`config.mk`:
```
export PLATFORM = sky130hd
export DESIGN_NAME = vrs_index_seq
export DESIGN_NICKNAME = d
export VERILOG_FILES = /design/src/rtl/vrs_pkg.sv /design/src/rtl/vrs_decode.sv /design/src/rtl/vrs_index_step.sv /design/src/rtl/vrs_index_seq.sv
export SDC_FILE = /design/constraint.sdc
export NUM_CORES = 1
export LEC_CHECK = 0
export ABC_AREA = 0
export ABC_CLOCK_PERIOD_IN_PS = 5100
export BUFFER_PORTS_ARGS = -buffer_cell sky130_fd_sc_hd__buf_2
export CAP_MARGIN = 20
export CORE_ASPECT_RATIO = 1.2
export CORE_UTILIZATION = 25
export CTS_CLUSTER_SIZE = 14
export DETAILED_ROUTE_END_ITERATION = 8
export SKIP_CTS_REPAIR_TIMING = 1
export SYNTH_ARGS = -nofsm -noshare
export SYNTH_HDL_FRONTEND = slang
export SYNTH_SLANG_ARGS = --single-unit
```
`constraint.sdc`:
```
create_clock -name clk -period 5.1 [get_ports clk]
set_input_delay 0.765 -clock clk [delete_from_list [all_inputs] [get_ports clk]]
set_output_delay 0.765 -clock clk [all_outputs]
set_load 0.01 [all_outputs]
```
`src/rtl/vrs_pkg.sv`:
```
package vrs_pkg;
  typedef enum logic [1:0] {
    MODE_SCALAR = 2'b00,
    MODE_MIXED  = 2'b01,
    MODE_VECTOR = 2'b10
  } op_mode_e;

  localparam logic [1:0] STRIDE_ONE = 2'b00;
  localparam logic [1:0] STRIDE_TWO = 2'b11;
endpackage

```
`src/rtl/vrs_decode.sv`:
```
module vrs_decode
  import vrs_pkg::*;
#(
  parameter int REG_W  = 5,
  parameter int LEN_W  = 3,
  parameter int SP_LG  = 3,
  parameter int DP_LG  = 2
) (
  input  logic [LEN_W-1:0] len_cfg,
  input  logic [1:0]       stride_cfg,
  input  logic             dbl_sel,
  input  logic [REG_W-1:0] rd_num,
  input  logic [REG_W-1:0] rm_num,
  output op_mode_e         mode,
  output logic             illegal,
  output logic [LEN_W-1:0] last_idx,
  output logic             step_two
);
  localparam int SPAN_W = LEN_W + 2;

  function automatic logic in_scalar_bank(input logic [REG_W-1:0] num, input logic dbl);
    logic [REG_W-1:0] bank;
    bank = dbl ? (num >> DP_LG) : (num >> SP_LG);
    return bank[1:0] == 2'b00;
  endfunction

  logic              d_scalar, m_scalar;
  logic              stride_rsvd;
  logic [SPAN_W-1:0] len_ext, span, bank_sz;

  always_comb begin
    d_scalar    = in_scalar_bank(rd_num, dbl_sel);
    m_scalar    = in_scalar_bank(rm_num, dbl_sel);
    stride_rsvd = stride_cfg[1] ^ stride_cfg[0];
    step_two    = (stride_cfg == STRIDE_TWO);
    len_ext     = SPAN_W'(len_cfg) + SPAN_W'(1);
    span        = step_two ? (len_ext << 1) : len_ext;
    bank_sz     = dbl_sel ? (SPAN_W'(1) << DP_LG) : (SPAN_W'(1) << SP_LG);

    if (len_cfg == '0 || d_scalar) mode = MODE_SCALAR;
    else if (m_scalar)             mode = MODE_MIXED;
    else                           mode = MODE_VECTOR;

    illegal  = (mode != MODE_SCALAR) && (stride_rsvd || (span > bank_sz));
    last_idx = (mode == MODE_SCALAR) ? '0 : len_cfg;
  end
endmodule

```
`src/rtl/vrs_index_step.sv`:
```
module vrs_index_step #(
  parameter int REG_W = 5,
  parameter int SP_LG = 3,
  parameter int DP_LG = 2
) (
  input  logic             clk,
  input  logic             rst,
  input  logic             load,
  input  logic             adv,
  input  logic             dbl,
  input  logic             step_two,
  input  logic [REG_W-1:0] start_num,
  output logic [REG_W-1:0] idx
);
  localparam logic [REG_W-1:0] SP_MASK = REG_W'((1 << SP_LG) - 1);
  localparam logic [REG_W-1:0] DP_MASK = REG_W'((1 << DP_LG) - 1);

  logic [REG_W-1:0] mask, step_val, nxt;

  always_comb begin
    mask     = dbl ? DP_MASK : SP_MASK;
    step_val = step_two ? REG_W'(2) : REG_W'(1);
    nxt      = (idx & ~mask) | ((idx + step_val) & mask);
  end

  always_ff @(posedge clk) begin
    if (rst)       idx <= '0;
    else if (load) idx <= start_num;
    else if (adv)  idx <= nxt;
  end


  bank_kept_chk: assert property (@(posedge clk) disable iff (rst)
    !load |=> ((idx & ~mask) == ($past(idx) & ~mask)));
endmodule

```
`src/rtl/vrs_index_seq.sv`:
```
module vrs_index_seq
  import vrs_pkg::*;
#(
  parameter int REG_W      = 5,
  parameter int LEN_W      = 3,
  parameter int SP_BANK_LG = 3,
  parameter int DP_BANK_LG = 2
) (
  input  logic             clk,
  input  logic             rst,
  input  logic [LEN_W-1:0] len_cfg,
  input  logic [1:0]       stride_cfg,
  input  logic             dbl_sel,
  input  logic [REG_W-1:0] rd_num,
  input  logic [REG_W-1:0] rn_num,
  input  logic [REG_W-1:0] rm_num,
  input  logic             start,
  input  logic             ready,
  output logic [REG_W-1:0] idx_d,
  output logic [REG_W-1:0] idx_n,
  output logic [REG_W-1:0] idx_m,
  output logic             elem_valid,
  output logic             elem_last,
  output logic [1:0]       op_mode,
  output logic             cfg_illegal
);
  localparam int N_IDX = 3;

  op_mode_e         dec_mode, mode_q;
  logic             dec_illegal, dec_step_two;
  logic [LEN_W-1:0] dec_last_idx;

  vrs_decode #(.REG_W(REG_W), .LEN_W(LEN_W), .SP_LG(SP_BANK_LG), .DP_LG(DP_BANK_LG)) u_dec (
    .len_cfg(len_cfg), .stride_cfg(stride_cfg), .dbl_sel(dbl_sel),
    .rd_num(rd_num), .rm_num(rm_num),
    .mode(dec_mode), .illegal(dec_illegal), .last_idx(dec_last_idx), .step_two(dec_step_two)
  );

  logic             valid_q, last_q, illegal_q;
  logic [LEN_W-1:0] cnt_q, last_idx_q;
  logic             dbl_q, step_two_q, hold_m_q;
  logic             accept, fire, load, adv;

  assign accept = start && !valid_q;
  assign fire   = valid_q && ready;
  assign load   = accept && !dec_illegal;
  assign adv    = fire && !last_q;

  always_ff @(posedge clk) begin
    if (rst) begin
      valid_q    <= 1'b0;
      last_q     <= 1'b0;
      illegal_q  <= 1'b0;
      mode_q     <= MODE_SCALAR;
      cnt_q      <= '0;
      last_idx_q <= '0;
      dbl_q      <= 1'b0;
      step_two_q <= 1'b0;
      hold_m_q   <= 1'b0;
    end else begin
      illegal_q <= accept && dec_illegal;
      if (accept) begin
        mode_q <= dec_mode;
        if (!dec_illegal) begin
          valid_q    <= 1'b1;
          cnt_q      <= '0;
          last_q     <= (dec_last_idx == '0);
          last_idx_q <= dec_last_idx;
          dbl_q      <= dbl_sel;
          step_two_q <= dec_step_two;
          hold_m_q   <= (dec_mode == MODE_MIXED);
        end
      end else if (fire) begin
        if (last_q) begin
          valid_q <= 1'b0;
          last_q  <= 1'b0;
        end else begin
          cnt_q  <= cnt_q + LEN_W'(1);
          last_q <= ((cnt_q + LEN_W'(1)) == last_idx_q);
        end
      end
    end
  end

  logic [REG_W-1:0] base_arr [N_IDX];
  logic [REG_W-1:0] idx_arr  [N_IDX];
  logic [N_IDX-1:0] adv_vec;

  assign base_arr[0] = rd_num;
  assign base_arr[1] = rn_num;
  assign base_arr[2] = rm_num;
  assign adv_vec     = {adv && !hold_m_q, adv, adv};

  for (genvar g = 0; g < N_IDX; g++) begin : g_step
    vrs_index_step #(.REG_W(REG_W), .SP_LG(SP_BANK_LG), .DP_LG(DP_BANK_LG)) u_step (
      .clk(clk), .rst(rst), .load(load), .adv(adv_vec[g]),
      .dbl(dbl_q), .step_two(step_two_q),
      .start_num(base_arr[g]), .idx(idx_arr[g])
    );
  end

  assign idx_d       = idx_arr[0];
  assign idx_n       = idx_arr[1];
  assign idx_m       = idx_arr[2];
  assign elem_valid  = valid_q;
  assign elem_last   = last_q;
  assign op_mode     = mode_q;
  assign cfg_illegal = illegal_q;


  illegal_no_elem_chk: assert property (@(posedge clk) disable iff (rst)
    cfg_illegal |-> !elem_valid);


  last_drop_chk: assert property (@(posedge clk) disable iff (rst)
    (elem_valid && ready && elem_last) |=> !elem_valid);


  stall_hold_chk: assert property (@(posedge clk) disable iff (rst)
    (elem_valid && !ready) |=> (elem_valid && $stable(idx_d) && $stable(idx_n) && $stable(idx_m)));


  mixed_m_fixed_chk: assert property (@(posedge clk) disable iff (rst)
    (elem_valid && ready && !elem_last && op_mode == 2'b01) |=> (idx_m == $past(idx_m)));


  scalar_single_chk: assert property (@(posedge clk) disable iff (rst)
    (elem_valid && op_mode == 2'b00) |-> elem_last);


  busy_mode_chk: assert property (@(posedge clk) disable iff (rst)
    elem_valid |=> $stable(op_mode));
endmodule

```
==> run_results.csv, run 1 <==
group,metric,value,unit
layout,num_antenna_cells,0,
cts,cts-buffers-inserted,5,
yosys,syn_area_per_cell,9.03,µm²
layout,post_layout_nonfiller_instances,303,
cts,tritoncts,"built",
power,leakage_component_of_the_power,0.000819,µW
cts,number_of_h_tree_levels,2,
sta,final_hold_viol_count,0,
cts,cts-root-to-sink-buffers,2,
placement,dpl.hpwl,2.94,mm
yosys,mappedNetlistArea,0.00160,mm²
global_routing,grt_pass1_vias,1372,
yosys,top_reg_cell_synth,"dfxtp_1",
floorplan,core.rowCount,31,
min_path,worstHoldPathType,"reg2reg",
setup_path,cp-end-kind,"flop",
layout,postLayoutCoreUtil,32.1,%
yosys,synthArstFlopShare,0,%
floorplan,design.die.area,0.00672,mm²
drt,drt_pre_antenna_iters,4,
yosys,yosys_register_bits,29,
sta,slew-limit-headroom,45.2,%
yosys,yosys_warnings,0,
power,vdd_drop_max,120,µV
yosys,ys_seq_area_share,36.3,%
setup_path,r2r_slack,3.11,ns
setup_path,critical_path.startpoint_type,"input pin",
drt,postRouteAntennaNets,0,
yosys,synthesis.nets,214,
global_routing,grt_max_degree,33,
yosys,cell_count_after_synthesis,177,
cts,clock_latency,0.28,ns
sta,fmax,0.322,GHz
setup_path,path_max_fanout,32,
drt,wirelength,3.90,mm
global_routing,remaining_overflow_grt,0,
power,powerDensity,306,mW/mm²
setup_path,worstSetupPathType,"in2reg",
floorplan,starting_density_of_the_core,26.3,%
global_routing,grt_antenna_before_repair,0,
layout,seq_area,581,µm²
cts,worst_setup_hold_path_clk_slew,0.07,ns
yosys,yosys.cell_types.count,44,
drt,wire_per_inst,12.9,µm
drt,route.detailed.vias_per_inst,4.66,
drt,drc,0,
yosys,count_of_flip_flops_with_a_built_in_enable_after_synthesis,0,
drt,routed-via-count,1413,
layout,final_layout_size_suffix_gt1_share,30.8,%
sta,slew_viol_final,0,
layout,finish.net_count,257,
floorplan,core,0.00609,mm²
placement,placed_cells,295,
layout,area.growth.synth_to_final,22.2,%
drt,drc_violation_total_after_the_first_tritonroute_iteration,57,
layout,multi_input_area,953,µm²
sta,post-route-worst-setup-slack,2.00,ns
sta,fin_tns_setup,0,ns
setup_path,cp_data_required_time,5.29,ns
sta,worstMarginPinSlew,0.819,ns
layout,fillerInstances,680,
sta,timing.clock.skew,0.00465,ns
setup_path,cp_data_arrival_time,3.29,ns
job,max-cap-violations,0,
sta,setup_repair_after_global_routing_missed_its_margin,"no",
placement,globalplace.congestion,0.826,
cts,clock-root-buffer,"clkbuf_8",
global_routing,grt_total_usage,13.0,%
outcome,status,"finished clean",
sta,share_of_the_clock_period_used_by_the_worst_path_after_layout,60.8,%
global_routing,grt_pass1_wl,6.57,mm
placement,detailedPlace.worstSlack,1.69,ns
placement,port_buffers,44,
floorplan,floorplan.io_pins,45,
cts,tritoncts_num_sinks,29,
sta,timing.final.setup_violations,0,
floorplan,fp.dieH,89.6,µm
sta,period_needed,3.10,ns
floorplan,die_x,75.0,µm
## Yosys cell counts (2+ instances only)
cell type	count	share of area (%)
nor2_1	11	2.6
a211oi_2	3	2.3
a21oi_1	22	6.9
nor2b_1	2	0.78
xnor2_1	2	1.1
nand3_1	10	3.1
inv_1	4	0.94
nor4_1	2	0.78
a21oi_2	2	1.1
nand2_1	29	6.8
buf_6	2	1.4
nor3_1	2	0.63
clkbuf_1	4	0.94
xor2_1	6	3.3
ha_1	9	7.0
fa_1	3	3.8
dfxtp_1	29	36
o21ai_0	5	1.6
a22oi_1	4	1.9
nand3b_1	2	0.94
## area by class of cell
| class | instances | share of cell area, % |
|---|---|---|
| clock buffers | 6 | 3.71 |
| clock inverters | 2 | 0.512 |
| inverters | 4 | 0.768 |
| multi-input cells | 136 | 48.8 |
| flip-flops and latches | 29 | 29.7 |
| well taps | 82 | 5.25 |
| repair buffers | 44 | 11.3 |
## kinds of logic (layout without fill, tap and decap cells)
kind of cell,count (synthesis),after routing,synth area share (%)
AND/OR/NAND/NOR,63,63,18.0
AO/OA/AOI/OAI,51,51,24.9
flip-flops,29,29,36.3
adder cells (fa/ha/maj),12,12,10.8
buffers and inverters,12,56,4.07
XOR/XNOR,8,8,4.38
multiplexers,2,2,1.56
## metrics by stage
stage | power [µW] | hold slack, ns | area (µm²)
after detailed placement | 421 | 0.448 | 1870
after CTS | 608 | 0.458 | 1950
after global routing | 638 | 0.487 | 1950
after global placement | 418 | 0.441 | 1870
after floorplan | 376 | 0.437 | 1600
final | 599 | 0.456 | 1950
## placed cells by master (no fill, tap or decap), types with 2 or more instances in the layout
cell type,synthesis,final
dfxtp_1,29,29
a22oi_1,4,4
xnor2_1,2,2
buf_2,1,44
xor2_1,6,6
nor4_1,2,2
a211oi_2,3,3
clkinv_2,0,2
ha_1,9,9
fa_1,3,3
a21oi_2,2,2
o21ai_0,5,5
nor2b_1,2,2
nand2_1,29,29
inv_1,4,4
nor3_1,2,2
clkbuf_8,0,5
nor2_1,11,11
nand3b_1,2,2
a21oi_1,22,22
nand3_1,10,10
## critical path, cell delays in order
cell       delay, ns
buf_2           0.10
ha_1            0.26
o41ai_1         0.42
ha_1            0.31
nand3_1         0.10
o22a_2          0.21
a2bb2oi_4       0.64
a222oi_1        0.24
a211oi_1        0.24
## where the power goes
group	switching [µW]	total, µW	internal [µW]	leakage [µW]
registers	16.5	264	247	0.000237
clock network	90.5	185	94.4	0.0000450
logic	85.6	150	64.8	0.000536
## layer usage
metal / vias up / part of all wire, % / GRT usage [%]
li1: 722 / - / -
met1: 662 / 42 / 16.1
met2: 24 / 52 / 21.7
met3: 5 / 5.4 / 4.35
met4: 0 / 1.1 / 3.09
met5: - / 0 / 0
## path summary, 6_finish.rpt
kind / startpoint / endpoint / cells past startpoint
hold / removal: op_mode[1] / op_mode[1] / 2
setup reg to reg: elem_valid / elem_last / 5
setup / recovery: stride_cfg[0] / elem_last / 9
hold reg to reg: op_mode[1] / op_mode[1] / 2
(Power assumes the default switching activity.)
==> inputs of run 2 (changes only) <==
--- a/config.mk
+++ b/config.mk
@@ -6,7 +6,7 @@
 export NUM_CORES = 1
 export LEC_CHECK = 0
 export ABC_AREA = 0
-export ABC_CLOCK_PERIOD_IN_PS = 5100
+export ABC_CLOCK_PERIOD_IN_PS = 2500
 export BUFFER_PORTS_ARGS = -buffer_cell sky130_fd_sc_hd__buf_2
 export CAP_MARGIN = 20
 export CORE_ASPECT_RATIO = 1.2
==> constraint.sdc (replaced) <==
create_clock -name clk -period 2.5 [get_ports clk]
set_input_delay 0.375 -clock clk [delete_from_list [all_inputs] [get_ports clk]]
set_output_delay 0.375 -clock clk [all_outputs]
set_load 0.01 [all_outputs]
==> run 2 against run 1 <==
Die area unchanged. Worst setup slack got worse by 1.7 ns. Global-route usage decreased by 0.10 points. Worst hold slack got worse by 0.13 ns. Sequential power increased by 100%. Final area increased by 5.3%. Combinational power increased by 120%. Critical path depth increased by 2. Utilization increased by 1.7 points.
==> run_results.csv, run 2 (synthesis gave the netlist of run 1 again) <==
group,metric,value,unit
setup_path,cp_data_required_time,2.63,ns
drt,route.detailed.vias_per_inst,4.68,
layout,num_antenna_cells,0,
sta,worstMarginPinSlew,0.609,ns
setup_path,path_max_fanout,5,
sta,period_needed,2.20,ns
cts,clock_latency,0.28,ns
power,leakage_component_of_the_power,0.000870,µW
global_routing,grt_max_degree,32,
placement,port_buffers,44,
layout,area.growth.synth_to_final,28.7,%
floorplan,fp.dieH,89.6,µm
layout,post_layout_nonfiller_instances,309,
sta,final_hold_viol_count,0,
layout,finish.net_count,263,
setup_path,cp_common_cell,"ha_1",
sta,post-route-worst-setup-slack,0.295,ns
setup_path,critical_path.startpoint_type,"input pin",
sta,whs,0.325,ns
floorplan,core.rowCount,31,
global_routing,grt_pass1_vias,1390,
cts,cts-root-to-sink-buffers,2,
sta,setup_repair_after_global_routing_missed_its_margin,"no",
drt,routed-via-count,1447,
cts,worst_setup_hold_path_clk_slew,0.07,ns
placement,globalplace.congestion,0.734,
drt,wirelength,3.98,mm
drt,drt_pre_antenna_iters,4,
layout,fillerInstances,649,
layout,final_layout_size_suffix_gt1_share,32.6,%
sta,timing.final.setup_violations,0,
placement,dpl.hpwl,2.92,mm
global_routing,globalRouteMet2Util,22.1,%
cts,cts-buffers-inserted,5,
drt,drc,0,
drt,drc_violation_total_after_the_first_tritonroute_iteration,52,
job,max-cap-violations,0,
floorplan,die_x,75.0,µm
sta,fmax,0.454,GHz
floorplan,core,0.00609,mm²
sta,timing.clock.skew,0.00847,ns
sta,share_of_the_clock_period_used_by_the_worst_path_after_layout,88.2,%
global_routing,remaining_overflow_grt,0,
global_routing,top_usage_layer,"met2",
outcome,status,"finished clean",
power,vdd_drop_max,247,µV
setup_path,worstSetupPathType,"in2reg",
cts,clock-root-buffer,"clkbuf_8",
cts,tritoncts_num_sinks,29,
power,powerDensity,671,mW/mm²
placement,detailedPlace.worstSlack,-0.00942,ns
floorplan,starting_density_of_the_core,26.3,%
drt,postRouteAntennaNets,0,
sta,slew-limit-headroom,59.4,%
global_routing,global_route.usage.met3,4.02,%
floorplan,design.die.area,0.00672,mm²
global_routing,grt_total_usage,12.9,%
floorplan,floorplan.io_pins,45,
power,design_power_total,1380,µW
placement,placed_cells,301,
sta,slew_viol_final,0,
cts,tritoncts,"built",
min_path,worstHoldPathType,"in2reg",
setup_path,cp_cell_sequence,"buf_2 > ha_1 > xor2_1 > nand2_1 > o41ai_1 > ha_1 > nor2b_1 > o22a_2 > a2bb2oi_4 > a222oi_1 > a211oi_1",
layout,postLayoutCoreUtil,33.8,%
global_routing,global_route.usage.met1,15.0,%
layout,mostFrequentLayoutCell,"buf_2",
setup_path,worst_path_largest_cell_delay,0.33,ns
global_routing,grt_pass1_wl,6.53,mm
drt,wire_per_inst,12.9,µm
setup_path,cp-end-kind,"flop",
global_routing,grt_antenna_before_repair,0,
setup_path,cp_data_arrival_time,2.34,ns
layout,final_cell_mix,"44 x buf_2, 29 x nand2_1, 29 x dfxtp_1",
cts,number_of_h_tree_levels,2,
setup_path,critPathSlowestCell,"a222oi_1",
[run 2: power breakdown]
| group | internal (µW) | switching [µW] | total, µW |
|---|---|---|---|
| Sequential | 504 | 33.4 | 538 |
| Combinational | 153 | 180 | 333 |
| Clock | 325 | 186 | 511 |
[run 2: cell type report]
class                           count  area [µm²]  area share (%)
Inverter                            4        15.0           0.729
Multi-Input combinational cell    136         953            46.3
Tap cell                           82         103            4.98
Timing Repair Buffer               50         290            14.1
Clock buffer                        7        86.3            4.19
Clock inverter                      1        30.0            1.46
Sequential cell                    29         581            28.2
[run 2: stage by stage]
step / TNS [ns] / area, µm²
final: 0 / 2060
after global routing: 0 / 2060
after CTS: 0 / 2060
after detailed placement: -0.00942 / 1940
after global placement: 0 / 1940
after floorplan: 0 / 1600
[run 2: path summary, 6_finish.rpt]
kind,from,to,slack (ns),depth (start not counted)
worst max-delay path,len_cfg[1],elem_last,0.30,11
worst min-delay path,rn_num[4],g_step[1].u_step.idx[4],0.32,3
worst max register to register,step_two_q,flop,0.83,6
worst min register to register,g_step[1].u_step.idx[4],g_step[1].u_step.idx[4],0.45,2
[run 2: layer usage]
metal  wire [µm]  vias to the layer above
li1            -                      734
met1        1710                      671
met2        2010                       33
met3         193                        9
met4          65                        0
met5           0                        -
[run 2: critical path: cells and delay by family]
| family | cells | cell delay (ns) |
|---|---|---|
| AO/OA/AOI/OAI | 5 | 0.91 |
| XOR/XNOR | 1 | 0.19 |
| adder cells (fa/ha/maj) | 2 | 0.49 |
| buffers and inverters | 1 | 0.14 |
| AND/OR/NAND/NOR | 2 | 0.22 |
==> inputs of run 3 (changes only) <==
--- a/config.mk
+++ b/config.mk
@@ -13,6 +13,7 @@
 export CORE_UTILIZATION = 25
 export CTS_CLUSTER_SIZE = 14
 export DETAILED_ROUTE_END_ITERATION = 8
+export REMOVE_ABC_BUFFERS = 1
 export SKIP_CTS_REPAIR_TIMING = 1
 export SYNTH_ARGS = -nofsm -noshare
 export SYNTH_HDL_FRONTEND = slang
==> run 3 against run 2 <==
Fmax shrank 3.3%. Clock skew fell by 0.0033 ns. Worst hold slack better by 0.0092 ns. Final area decreased by 2.2%. Via count is 1.1% lower. Non-clock buffer count up 2. Register-to-register slack lost 0.06 ns. Sequential power barely moved. Global-route usage shrank 0.77 points. Total power decreased by 10%. Worst setup slack lost 0.075 ns. Utilization decreased by 0.76 points. Critical endpoint is now g_step[2].u_step.idx[0]. Largest cell class unchanged.
==> run_results.csv, run 3 (synthesis gave the netlist of run 1 again) <==
group,metric,value,unit
floorplan,design.die.area,0.00672,mm²
setup_path,critical_path.startpoint_type,"input pin",
cts,clock_latency,0.28,ns
setup_path,cp_cell_sequence,"buf_2 > ha_1 > o41ai_1 > ha_1 > nand3_1 > o22a_2 > a2bb2oi_4 > buf_4 > nor2_1 > a311oi_1",
sta,period_needed,2.28,ns
layout,seq_area,581,µm²
cts,clock-root-buffer,"clkbuf_8",
layout,area.growth.synth_to_final,25.8,%
setup_path,regToRegStartpoint,"step_two_q",
setup_path,crit_end,"g_step[2].u_step.idx[0]",
cts,worst_setup_hold_path_clk_slew,0.06,ns
setup_path,path_max_fanout,16,
sta,setup_repair_after_global_routing_missed_its_margin,"no",
floorplan,floorplan.io_pins,45,
sta,post-route-worst-setup-slack,0.221,ns
sta,timing.clock.skew,0.00520,ns
cts,number_of_h_tree_levels,2,
setup_path,worst-path-stages,10,
layout,final_layout_size_suffix_gt1_share,32.3,%
placement,detailedPlace.worstSlack,-0.0862,ns
power,leakage_component_of_the_power,0.000852,µW
sta,slew_viol_final,0,
layout,postLayoutCoreUtil,33.0,%
global_routing,grt_pass1_wl,6.13,mm
job,max-cap-violations,0,
layout,post_layout_nonfiller_instances,311,
setup_path,cp_data_required_time,2.69,ns
setup_path,cp-end-kind,"flop",
placement,dpl.hpwl,2.92,mm
cts,cts-root-to-sink-buffers,2,
sta,slew-limit-headroom,59.7,%
floorplan,starting_density_of_the_core,26.3,%
power,intPower,850,µW
sta,share_of_the_clock_period_used_by_the_worst_path_after_layout,91.2,%
setup_path,startpoint,"stride_cfg[0]",
setup_path,worst_path_largest_cell_delay,0.43,ns
power,powerDensity,615,mW/mm²
power,net-switching-power,386,µW
cts,tritoncts,"built",
placement,port_buffers,44,
power,switching_share,31.2,%
drt,routed-via-count,1431,
power,power_frac_comb,26.5,%
drt,wl_met1,1.77,mm
drt,wirelength,3.82,mm
drt,wire_per_inst,12.3,µm
setup_path,worstSetupPathType,"in2reg",
floorplan,die_x,75.0,µm
global_routing,grt_antenna_before_repair,0,
layout,mostFrequentLayoutCell,"buf_2",
layout,multi_input_area,953,µm²
setup_path,cpLargestDelayFamily,"compound AO/OA/AOI/OAI gates",
setup_path,cp_data_arrival_time,2.47,ns
power,design_power_total,1240,µW
power,clkPwrFrac,30.0,%
power,vdd_drop_max,281,µV
floorplan,core,0.00609,mm²
sta,worstMarginPinSlew,0.605,ns
sta,final_hold_viol_count,0,
drt,route.detailed.vias_per_inst,4.60,
sta,fmax,0.439,GHz
min_path,worstHoldPathType,"in2reg",
setup_path,worstRegToRegCells,6,
global_routing,grt_total_usage,12.1,%
layout,final_cell_mix,"44 x buf_2, 29 x nand2_1, 29 x dfxtp_1",
placement,globalplace.congestion,0.788,
layout,num_antenna_cells,0,
drt,dr.max_layer_used,"met4",
outcome,status,"finished clean",
drt,drc,0,
sta,timing.final.setup_violations,0,
layout,finish.net_count,265,
drt,drt_pre_antenna_iters,6,
global_routing,grt_pass1_vias,1353,
min_path,hold_path_startpoint,"rn_num[4]",
placement,placement.cell_area,0.00193,mm²
layout,fillerInstances,654,
cts,tritoncts_num_sinks,29,
global_routing,grt_max_degree,30,
global_routing,remaining_overflow_grt,0,
drt,detailroute.wirelength.met2,1.78,mm
floorplan,fp.dieH,89.6,µm
placement,placed_cells,303,
setup_path,r2r_slack,0.77,ns
layout,design_area,0.00201,mm²
drt,postRouteAntennaNets,0,
drt,met3RoutedLength,206,µm
setup_path,critPathBufInv,2,
floorplan,core.rowCount,31,
setup_path,cp_common_cell,"ha_1",
power,seqPwrFrac,43.6,%
setup_path,critPathSlowestCell,"o41ai_1",
cts,cts-buffers-inserted,5,
drt,drc_violation_total_after_the_first_tritonroute_iteration,92,
run 3: cell types whose count changed in the layout (fill, tap and decap cells not counted):
cell and change:
clkbuf_1 +2, clkbuf_8 -1, bufinv_16 -1, buf_12 -2, buf_4 +4
run 3: tightest hold or removal path, delay by kind of cell:
| kind | cells | cell delay, ns |
|---|---|---|
| AOI/OAI and AO/OA | 1 | 0.05 |
| buffers and inverters | 1 | 0.09 |
| and+or+nand+nor | 1 | 0.04 |
run 3: layer usage:
metal / vias to the layer above / GRT usage, %
met2: 35 / 20.0
li1: 734 / -
met3: 10 / 3.68
met1: 652 / 14.7
met4: 0 / 4.63
met5: - / 0
run 3: final cells by class:
| cell class | count | area share (%) |
|---|---|---|
| Inverter | 4 | 0.746 |
| Multi-Input combinational cell | 136 | 47.4 |
| Timing Repair Buffer | 52 | 13.9 |
| Tap cell | 82 | 5.10 |
| Clock buffer | 8 | 3.98 |
| Sequential cell | 29 | 28.9 |
run 3: worst min-delay path by stage:
stage                                         end  slack, ns  depth (start not counted)
after floorplan                             dbl_q       0.43                          2
after global placement    g_step[2].u_step.idx[3]       0.44                          2
after detailed placement               op_mode[1]       0.45                          2
after CTS                 g_step[1].u_step.idx[4]       0.33                          3
after global routing      g_step[1].u_step.idx[4]       0.33                          3
final                     g_step[1].u_step.idx[4]       0.33                          3
run 3: power groups by stage:
stage	clock, µW	sequential (µW)	combinational [µW]
floorplan	0	560	184
global placement	0	548	323
detailed placement	0	549	329
CTS	384	539	331
global route	410	545	368
finish	370	539	327
run 3: through the flow:
stage          setup TNS [ns]  hold WS (ns)
5_1_grt                     0         0.326
4_1_cts                     0         0.326
6_report                    0         0.334
3_5_place_dp           -0.914         0.446
2_1_floorplan         -0.0589         0.431
3_3_place_gp        -0.000896         0.441
